--- src/rtl/wdt_pkg.sv ---
package wdt_pkg;
  localparam int unsigned KEY_W = 16;

  localparam logic [KEY_W-1:0] KEY_RUN_A  = 16'hBBBB;
  localparam logic [KEY_W-1:0] KEY_RUN_B  = 16'h4444;
  localparam logic [KEY_W-1:0] KEY_HALT_A = 16'hAAAA;
  localparam logic [KEY_W-1:0] KEY_HALT_B = 16'h5555;
  localparam logic [KEY_W-1:0] KEY_RESET  = 16'h5555;

  localparam int unsigned CFG_EN_BIT  = 5;
  localparam int unsigned CFG_EXP_LSB = 2;

  localparam logic [3:0] A_CFG  = 4'd0;
  localparam logic [3:0] A_LOAD = 4'd1;
  localparam logic [3:0] A_CNT  = 4'd2;
  localparam logic [3:0] A_KEY  = 4'd3;

  typedef enum logic [1:0] {
    SEQ_IDLE = 2'd0,
    SEQ_RUN  = 2'd1,
    SEQ_HALT = 2'd2
  } seq_e;
endpackage

--- src/rtl/wdt_key_fsm.sv ---
module wdt_key_fsm
  import wdt_pkg::*;
(
  input  logic             clk_i,
  input  logic             rst_ni,
  input  logic             key_we_i,
  input  logic [KEY_W-1:0] key_wdata_i,
  output logic             run_o,
  output logic             start_o,
  output logic [KEY_W-1:0] key_o
);
  seq_e             seq_q, seq_d;
  logic             run_q;
  logic [KEY_W-1:0] key_q;
  logic             hit_run, hit_halt;

  assign hit_run  = key_we_i && key_wdata_i == KEY_RUN_B  && seq_q == SEQ_RUN;
  assign hit_halt = key_we_i && key_wdata_i == KEY_HALT_B && seq_q == SEQ_HALT;
  assign start_o  = hit_run && !run_q;

  always_comb begin
    seq_d = seq_q;
    if (key_we_i) begin
      if (key_wdata_i == KEY_RUN_A)       seq_d = SEQ_RUN;
      else if (key_wdata_i == KEY_HALT_A) seq_d = SEQ_HALT;
      else                                seq_d = SEQ_IDLE;
    end
  end

  always_ff @(posedge clk_i or negedge rst_ni) begin
    if (!rst_ni) begin
      seq_q <= SEQ_IDLE;
      run_q <= 1'b0;
      key_q <= KEY_RESET;
    end else begin
      seq_q <= seq_d;
      if (key_we_i) key_q <= key_wdata_i;
      if (hit_run)       run_q <= 1'b1;
      else if (hit_halt) run_q <= 1'b0;
    end
  end

  assign run_o = run_q;
  assign key_o = key_q;

  AST_START_KEYED: assert property (@(posedge clk_i) disable iff (!rst_ni)
    $rose(run_q) |-> $past(key_we_i && key_wdata_i == KEY_RUN_B && seq_q == SEQ_RUN));
  AST_HALT_KEYED: assert property (@(posedge clk_i) disable iff (!rst_ni)
    $fell(run_q) |-> $past(key_we_i && key_wdata_i == KEY_HALT_B && seq_q == SEQ_HALT));
  AST_KEY_READBACK: assert property (@(posedge clk_i) disable iff (!rst_ni)
    key_we_i |=> key_q == $past(key_wdata_i));
endmodule

--- src/rtl/wdt_prescaler.sv ---
module wdt_prescaler #(
  parameter int unsigned EXP_W = 3
) (
  input  logic             clk_i,
  input  logic             rst_ni,
  input  logic             tick_i,
  input  logic             run_i,
  input  logic             clr_i,
  input  logic             pre_en_i,
  input  logic [EXP_W-1:0] exp_i,
  output logic             step_o
);
  localparam int unsigned DIV_W = (2 ** EXP_W) - 1;

  logic [DIV_W-1:0] div_q, mask;

  // exponent at max wraps the shifted one to zero, giving an all-ones mask
  assign mask   = (DIV_W'(1) << exp_i) - DIV_W'(1);
  assign step_o = run_i && tick_i && (!pre_en_i || (div_q & mask) == mask);

  always_ff @(posedge clk_i or negedge rst_ni) begin
    if (!rst_ni)             div_q <= '0;
    else if (clr_i)          div_q <= '0;
    else if (run_i && tick_i) div_q <= div_q + DIV_W'(1);
  end

  AST_STEP_ON_TICK: assert property (@(posedge clk_i) disable iff (!rst_ni)
    step_o |-> tick_i && run_i);
endmodule

--- src/rtl/wdt_counter.sv ---
module wdt_counter #(
  parameter int unsigned CNT_W = 32
) (
  input  logic             clk_i,
  input  logic             rst_ni,
  input  logic             run_i,
  input  logic             load_i,
  input  logic [CNT_W-1:0] load_val_i,
  input  logic             step_i,
  output logic [CNT_W-1:0] cnt_o,
  output logic             wrap_o
);
  logic [CNT_W-1:0] cnt_q;
  logic             wrap_q;
  logic             at_top;

  assign at_top = &cnt_q;

  always_ff @(posedge clk_i or negedge rst_ni) begin
    if (!rst_ni) begin
      cnt_q  <= '0;
      wrap_q <= 1'b0;
    end else begin
      wrap_q <= 1'b0;
      if (load_i) begin
        cnt_q <= load_val_i;
      end else if (run_i && step_i) begin
        if (at_top) begin
          cnt_q  <= load_val_i;
          wrap_q <= 1'b1;
        end else begin
          cnt_q <= cnt_q + CNT_W'(1);
        end
      end
    end
  end

  assign cnt_o  = cnt_q;
  assign wrap_o = wrap_q;

  AST_HOLD_HALTED: assert property (@(posedge clk_i) disable iff (!rst_ni)
    !run_i && !load_i |=> $stable(cnt_q));
  AST_WRAP_FROM_TOP: assert property (@(posedge clk_i) disable iff (!rst_ni)
    wrap_q |-> $past(at_top && step_i && run_i));
endmodule

--- src/rtl/wdt_keyed_top.sv ---
module wdt_keyed_top
  import wdt_pkg::*;
#(
  parameter int unsigned ADDR_W = 4,
  parameter int unsigned DATA_W = 32,
  parameter int unsigned EXP_W  = 3
) (
  input  logic              clk_i,
  input  logic              rst_ni,
  input  logic              tick_i,
  input  logic [ADDR_W-1:0] addr_i,
  input  logic              we_i,
  input  logic [DATA_W-1:0] wdata_i,
  input  logic              re_i,
  output logic [DATA_W-1:0] rdata_o,
  output logic              rst_req_o
);
  localparam int unsigned CNT_W = DATA_W;

  logic             pre_en_q;
  logic [EXP_W-1:0] exp_q;
  logic [CNT_W-1:0] load_q, cnt;
  logic [KEY_W-1:0] key;
  logic             run, start, step;
  logic             wr_cfg, wr_load, wr_key;
  logic             unused_wdata;

  assign wr_cfg  = we_i && addr_i == ADDR_W'(A_CFG);
  assign wr_load = we_i && addr_i == ADDR_W'(A_LOAD);
  assign wr_key  = we_i && addr_i == ADDR_W'(A_KEY);
  assign unused_wdata = ^wdata_i;

  always_ff @(posedge clk_i or negedge rst_ni) begin
    if (!rst_ni) begin
      pre_en_q <= 1'b1;
      exp_q    <= '0;
      load_q   <= '0;
    end else begin
      if (wr_cfg && !run) begin
        pre_en_q <= wdata_i[CFG_EN_BIT];
        exp_q    <= wdata_i[CFG_EXP_LSB +: EXP_W];
      end
      if (wr_load) load_q <= wdata_i[CNT_W-1:0];
    end
  end

  wdt_key_fsm u_key (
    .clk_i       (clk_i),
    .rst_ni      (rst_ni),
    .key_we_i    (wr_key),
    .key_wdata_i (wdata_i[KEY_W-1:0]),
    .run_o       (run),
    .start_o     (start),
    .key_o       (key)
  );

  wdt_prescaler #(.EXP_W(EXP_W)) u_pre (
    .clk_i    (clk_i),
    .rst_ni   (rst_ni),
    .tick_i   (tick_i),
    .run_i    (run),
    .clr_i    (start),
    .pre_en_i (pre_en_q),
    .exp_i    (exp_q),
    .step_o   (step)
  );

  wdt_counter #(.CNT_W(CNT_W)) u_cnt (
    .clk_i      (clk_i),
    .rst_ni     (rst_ni),
    .run_i      (run),
    .load_i     (start),
    .load_val_i (load_q),
    .step_i     (step),
    .cnt_o      (cnt),
    .wrap_o     (rst_req_o)
  );

  always_comb begin
    rdata_o = '0;
    if (re_i) begin
      unique case (addr_i)
        ADDR_W'(A_CFG): begin
          rdata_o[CFG_EN_BIT]              = pre_en_q;
          rdata_o[CFG_EXP_LSB +: EXP_W]    = exp_q;
        end
        ADDR_W'(A_LOAD): rdata_o = load_q;
        ADDR_W'(A_CNT):  rdata_o = cnt;
        ADDR_W'(A_KEY):  rdata_o = DATA_W'(key);
        default:         rdata_o = '0;
      endcase
    end
  end

  AST_CFG_LOCKED: assert property (@(posedge clk_i) disable iff (!rst_ni)
    run && wr_cfg |=> $stable(pre_en_q) && $stable(exp_q));
  AST_REQ_ONE_CYCLE: assert property (@(posedge clk_i) disable iff (!rst_ni)
    rst_req_o && load_q != '1 |=> !rst_req_o);
  AST_NO_READ_ZERO: assert property (@(posedge clk_i) disable iff (!rst_ni)
    !re_i |-> rdata_o == '0);
endmodule

--- config.mk ---
export PLATFORM = sky130hd
export DESIGN_NAME = wdt_keyed_top
export DESIGN_NICKNAME = d
export VERILOG_FILES = /design/src/rtl/wdt_pkg.sv /design/src/rtl/wdt_key_fsm.sv /design/src/rtl/wdt_prescaler.sv /design/src/rtl/wdt_counter.sv /design/src/rtl/wdt_keyed_top.sv
export SDC_FILE = /design/constraint.sdc
export NUM_CORES = 1
export LEC_CHECK = 0
export BUFFER_PORTS_ARGS = -buffer_cell sky130_fd_sc_hd__clkbuf_2
export CAP_MARGIN = 20
export CORE_MARGIN = 2
export CORE_UTILIZATION = 55
export DETAILED_ROUTE_END_ITERATION = 10
export GPL_ROUTABILITY_DRIVEN = 1
export PLACE_DENSITY = 0.78
export SYNTH_ARGS = -nofsm -noshare
export SYNTH_HDL_FRONTEND = slang
export SYNTH_HIERARCHICAL = 1
export SYNTH_SLANG_ARGS = --single-unit
--- constraint.sdc ---
create_clock -name clk_i -period 3.35 [get_ports clk_i]
set_input_delay 0.67 -clock clk_i [delete_from_list [all_inputs] [get_ports clk_i]]
set_output_delay 0.67 -clock clk_i [all_outputs]
set_load 0.02 [all_outputs]
==> results of run 1 <==
power breakdown:
group	internal [W]	switching, W
logic	0.000239	0.000149
registers	0.00131	0.000134
clock network	0.000343	0.000411
layer usage:
metal	vias to the layer above	part of all wire (%)	GRT usage, %
li1	2167	-	-
met1	2307	44	38.9
met2	219	47	43.0
met3	24	6.6	4.74
met4	0	2.0	8.29
met5	-	0	0
sequential cells by signal (all words and copies together) (netlist names):
register	count
u_cnt/wrap_o	1
u_pre/div_q	7
u_key/key_o	16
u_cnt/cnt_o	32
exp_q	3
u_key/run_o	1
pre_en_q	1
u_key/seq_q	2
load_q	32
final cells by class:
class | count | area share (%)
Sequential cell | 95 | 37.8
Clock buffer | 10 | 2.02
Inverter | 9 | 0.534
Clock inverter | 6 | 0.970
Timing Repair Buffer | 88 | 7.80
Tap cell | 133 | 2.63
Multi-Input combinational cell | 406 | 48.3
worst register-to-register path: cells and delay by family (launching register included):
| kind | cells | cell delay, ns |
|---|---|---|
| compound gates | 5 | 1.46 |
| simple gates | 3 | 0.48 |
| flops | 1 | 0.43 |
| buf+inv | 2 | 0.21 |
final timing paths:
check	end	slack (ns)	depth (start not counted)
max in group asynchronous	u_cnt/cnt_o[26]$_DFFE_PN0P_	2.30	2
min in group clk_i	u_key/key_o[7]$_DFFE_PN0P_	0.51	1
hold / removal	load_q[2]$_DFFE_PN0P_	0.38	1
hold reg to reg	u_key/key_o[7]$_DFFE_PN0P_	0.51	1
setup reg to reg	u_cnt/cnt_o[30]$_DFFE_PN0P_	0.66	10
setup / recovery	rdata_o[6]	0.48	7
cell usage in the layout (no fill, tap or decap), types with 3 or more instances in the layout:
cell type	n
a31oi_1	5
clkinv_2	3
nand4_1	12
xor2_1	5
o21a_1	3
mux2_4	30
o22a_1	6
nor3_1	18
o21ai_0	18
a311oi_1	4
clkbuf_2	72
dfstp_2	9
buf_4	15
dfrtp_1	86
clkbuf_8	9
and3_2	6
and4_1	10
a22oi_1	32
nor2_1	62
and3_1	13
mux2_2	37
nand2_1	27
a211oi_1	5
nand3_1	21
and3b_1	4
inv_1	9
nor4_1	5
and2_1	3
a21oi_1	29
logic make-up after synthesis:
group                      count (synthesis)
xor gates and xnor gates                   6
and+or+nand+nor                          208
AOI/OAI and AO/OA                        123
adders and majority gates                  2
buffers and inverters                     38
DFF                                       95
muxes                                     67
through the flow:
stage | power (W) | hold slack, ns | instances | cell area, um^2
detailed placement | 0.00186 | 0.496 | 731 | 6130
global placement | 0.00183 | 0.485 | 731 | 6130
global route | 0.00270 | 0.446 | 747 | 6320
CTS | 0.00260 | 0.429 | 747 | 6320
finish | 0.00259 | 0.381 | 747 | 6320
floorplan | 0.00169 | 0.374 | 539 | 5640
==> flow_summary.yaml, run 1 <==
sta:
  tns_ns: 0
  max_freq_ghz: 0.348
  timing.final.crit_share_pct: 85.7
  hold_viol_final: 0
  fin_skew_ns: 0.0130
  rsz0062_at_grt: "false"
  maxSlewHeadroom_pct: 41.8
  fin_ws_ns: 0.480
  setup_viol: 0
  timing.final.crit_period_ns: 2.87
  drv_slew: 0
  max_slew.worst_pin.slew_ns: 0.871
critical_path:
  cpMaxStageDelayCell: "buf_4"
  cp.arrival_ns: 2.20
  path_cells: "clkbuf_2 > buf_4 > nor4b_4 > buf_4 > a22oi_1 > nor2_1 > clkbuf_2"
  critPathMaxStageDelay_ns: 0.37
  path_buf_inv: 4
  worstSetupPathType: "in2out"
  cp-end-kind: "primary output"
  crit_family: "buffers and inverters"
  path_max_fanout: 30
  r2r_start: "exp_q[0]$_DFFE_PN0P_"
  critPathLaunchType: "input pin"
  required_ns: 2.68
  cp-startpoint: "addr_i[1]"
placed_design:
  place_ws_ns: 0.324
  io_buffers: 73
  hpwlAfterDp_mm: 10.4
  gp_congestion: 0.926
clock_tree:
  cts_made_buffers: 9
  postCtsResizedCells: 0
  hold_buffers: 0
  cts_sinks: 95
  post-cts-setup-buffer-count: 0
  cts.clk_slew.worst_paths_ns: 0.10
  insertion_delay_ns: 0.36
  clk_path_buf_depth: 2
  cts_root_buf: "clkbuf_8"
  cts_tree: "yes"
  htree_levels: 3
synth:
  synth_mux_area_share_pct: 15.4
  synthDominantCellAreaShare_pct: 38.2
  ys_ff_latch: 95
  ys.flop_type: "dfrtp_1"
  synth_common_cells: "86 x dfrtp_1, 62 x nor2_1, 37 x mux2_2, 32 x a22oi_1, 30 x mux2_4"
  syn_avg_cell_area_um2: 10.4
  synth_area_leader_cell: "dfrtp_1"
  synth_fa_ha_area_share_pct: 0.445
  synth_async_sr_flop_share_pct: 100
  synth_simple_gate_area_share_pct: 22.0
  yosys.cell_count.top_type: "dfrtp_1"
  synth_cell_types: 68
  synth_compound_area_share_pct: 15.0
  synth_top_family_by_area: "simple AND/OR/NAND/NOR gates"
  ys_warn_count: 6
  seq_area_frac_synth_pct: 42.4
  syn-cell-area_mm2: 0.00563
  syn_inst: 539
  synth_xor_area_share_pct: 0.934
  synth_edf_count: 0
  synth_nets: 582
  synthTopCellsByArea: "dfrtp_1 38%, mux2_4 8.0%, mux2_2 7.4%"
layout:
  final_util_pct: 64.1
  ff_latch_area_mm2: 0.00239
  n_fill_cell: 798
  syn2layout_area_growth_pct: 12.3
  multi_input_area_mm2: 0.00305
  insertedDiodeCount: 0
  final_nets: 652
  drive_gt1_share_pct: 34.0
floorplan:
  std_cell_rows: 36
  initial_core_util_pct: 57.1
  coreArea_mm2: 0.00986
  die_y_um: 105
  dieArea_mm2: 0.0111
  die_x_um: 105
  io_pins: 74
detailed_routing:
  vias: 4717
  drc: 0
  drt-vias-per-instance: 6.31
  wirelength_mm: 14.7
  ant_nets: 0
  detail_route.first_pass.iterations: 6
  drt-initial-drc-count: 422
  avgRoutedWirePerCell_um: 19.6
global_route:
  gr-total-overflow: 0
  antenna_found_initial: 0
  grt_pass1_vias: 4702
  grt_max_degree: 66
  grt_first_pass_wirelength_mm: 24.3
  track_usage_pct: 27.4
pwr:
  powerDensity_mw_per_mm2: 410
  p_leak_nw: 2.91
  ir_drop_mv: 0.238
job:
  maxCapViolations: 0
min_path:
  hold_class: "in2async"
status:
  status: "finished, final reports clean"
(Power assumes the default switching activity.)
==> inputs of run 2 (changes only) <==
--- a/config.mk
+++ b/config.mk
@@ -8,10 +8,10 @@
 export BUFFER_PORTS_ARGS = -buffer_cell sky130_fd_sc_hd__clkbuf_2
 export CAP_MARGIN = 20
 export CORE_MARGIN = 2
-export CORE_UTILIZATION = 55
+export CORE_UTILIZATION = 58
 export DETAILED_ROUTE_END_ITERATION = 10
 export GPL_ROUTABILITY_DRIVEN = 1
-export PLACE_DENSITY = 0.78
+export PLACE_DENSITY = 0.81
 export SYNTH_ARGS = -nofsm -noshare
 export SYNTH_HDL_FRONTEND = slang
 export SYNTH_HIERARCHICAL = 1
==> run 2 against run 1 <==
Against the previous run:
- die area fell by 5.0%
- count of clock-buffer cells in the layout rose by 1
- total power rose by 5.3%
- sequential share of layout area fell by 0.22 points
- design area rose by 0.59%
- core utilization rose by 4.1 points
- wire length rose by 1.0%
- clock power rose by 17%
- flip-flop and latch count did not move
- clock skew rose by 0.0016 ns
- maximum frequency rose by 1.4%
- critical endpoint is now rdata_o[7]
- largest power group unchanged
==> flow_summary.yaml, run 2 (same netlist as run 1, synthesis figures left out) <==
clock_tree:
  cts.clk_slew.worst_paths_ns: 0.09
  post-cts-setup-buffer-count: 0
  htree_levels: 3
  cts_tree: "yes"
  cts_sinks: 95
  insertion_delay_ns: 0.37
  hold_buffers: 0
  postCtsResizedCells: 0
  clk_path_buf_depth: 2
  cts_made_buffers: 9
  cts_root_buf: "clkbuf_8"
layout:
  final_nets: 651
  layoutNonFillerInstCount: 741
  insertedDiodeCount: 0
  final_util_pct: 68.2
  drive_gt1_share_pct: 33.7
  final_common_cell: "dfrtp_1"
  layout_common_cells: "86 x dfrtp_1, 72 x clkbuf_2, 62 x nor2_1, 37 x mux2_2, 32 x a22oi_1"
  syn2layout_area_growth_pct: 13.0
  final_area_mm2: 0.00636
global_route:
  grt_pass1_vias: 4762
  use_met1_pct: 40.9
  busiest_layer: "met2"
  grt_first_pass_wirelength_mm: 24.0
  track_usage_pct: 29.5
  grtUsageMet2_pct: 46.0
  grt_max_degree: 52
  antenna_found_initial: 0
  gr-total-overflow: 0
  use_met3_pct: 5.15
floorplan:
  dieArea_mm2: 0.0105
  die_x_um: 103
  io_pins: 74
  die_y_um: 103
  std_cell_rows: 35
  coreArea_mm2: 0.00933
  initial_core_util_pct: 60.3
detailed_routing:
  drt-initial-drc-count: 454
  drc: 0
  wirelength_mm: 14.8
  vias: 4872
  ant_nets: 0
  drt-vias-per-instance: 6.57
  detail_route.first_pass.iterations: 5
  avgRoutedWirePerCell_um: 20.0
critical_path:
  r2r_slack_ns: 0.74
  critPathLaunchType: "input pin"
  r2r_start: "exp_q[0]$_DFFE_PN0P_"
  cp-end-kind: "primary output"
  ff2ff_path_depth: 10
  cp.arrival_ns: 2.16
  r2r-end: "u_cnt/cnt_o[30]$_DFFE_PN0P_"
  worstSetupPathType: "in2out"
  cp-endpoint: "rdata_o[7]"
  critPathMaxStageDelay_ns: 0.38
  path_cells: "clkbuf_2 > buf_4 > nor4b_4 > buf_4 > a22oi_1 > nor2_1 > clkbuf_2"
  cpMaxStageDelayCell: "buf_4"
  path_max_fanout: 30
  cp-startpoint: "addr_i[1]"
  required_ns: 2.68
placed_design:
  hpwlAfterDp_mm: 10.3
  gp_congestion: 0.944
  dpl_cell_area_mm2: 0.00613
  io_buffers: 73
  dpl.cell_count: 726
status:
  status: "finished, final reports clean"
sta:
  max_freq_ghz: 0.353
  tns_ns: 0
  timing.final.crit_period_ns: 2.83
  drv_slew: 0
  maxSlewHeadroom_pct: 56.4
  hold_viol_final: 0
  setup_viol: 0
  max_slew.worst_pin.slew_ns: 0.653
  timing.final.crit_share_pct: 84.5
  rsz0062_at_grt: "false"
  fin_skew_ns: 0.0147
job:
  maxCapViolations: 0
pwr:
  ir_drop_mv: 0.314
  p_leak_nw: 2.92
  powerDensity_mw_per_mm2: 429
min_path:
  hold_class: "in2async"
## run 2: changes by cell type in the layout (fill, tap and decap cells not counted)
cell / before / now
clkinv_2: 3 / 1
clkbuf_1: 1 / 2
bufinv_16: 1 / 3
clkinvlp_4: 1 / 0
buf_4: 15 / 13
buf_12: 1 / 2
clkinv_4: 1 / 0
## run 2: final cells by class
class | instances | area [um^2]
multi-input cells | 406 | 3050
flip-flops and latches | 95 | 2390
inverters | 9 | 33.8
clock inverters | 4 | 95.1
clock buffers | 11 | 131
repair buffers | 87 | 498
fillers | 697 | 2970
well taps | 129 | 161
## run 2: layer usage
metal,up-vias,share of wire [%]
li1,2165,-
met1,2427,44
met2,247,47
met3,33,6.5
met4,0,2.5
met5,-,0
## run 2: how the worst min path moves through the flow
stage,from,end
2_1_floorplan,rst_ni,exp_q[0]$_DFFE_PN0P_
5_1_grt,rst_ni,load_q[4]$_DFFE_PN0P_
4_1_cts,rst_ni,exp_q[2]$_DFFE_PN0P_
6_report,rst_ni,exp_q[2]$_DFFE_PN0P_
3_5_place_dp,u_key/key_o[7]$_DFFE_PN0P_,u_key/key_o[7]$_DFFE_PN0P_
3_3_place_gp,u_key/key_o[11]$_DFFE_PN0P_,u_key/key_o[11]$_DFFE_PN0P_
## run 2: critical path: cells and delay by family
family / cells / cell delay (ns)
buffers and inverters: 4 / 0.92
and+or+nand+nor: 2 / 0.38
AOI/OAI and AO/OA: 1 / 0.18
## run 2: per-stage QoR
step	worst slack [ns]	hold slack (ns)	power (W)
6_report	0.518	0.285	0.00273
5_1_grt	0.423	0.330	0.00284
3_5_place_dp	0.323	0.496	0.00186
4_1_cts	0.538	0.304	0.00274
2_1_floorplan	0.126	0.374	0.00169
3_3_place_gp	0.474	0.487	0.00183
## run 2: report_power, final
group	switching [W]	leakage, nW	total (W)	internal (W)
clock	0.000394	0.113	0.000886	0.000492
sequential	0.000136	1.22	0.00145	0.00132
combinational	0.000153	1.59	0.000391	0.000238
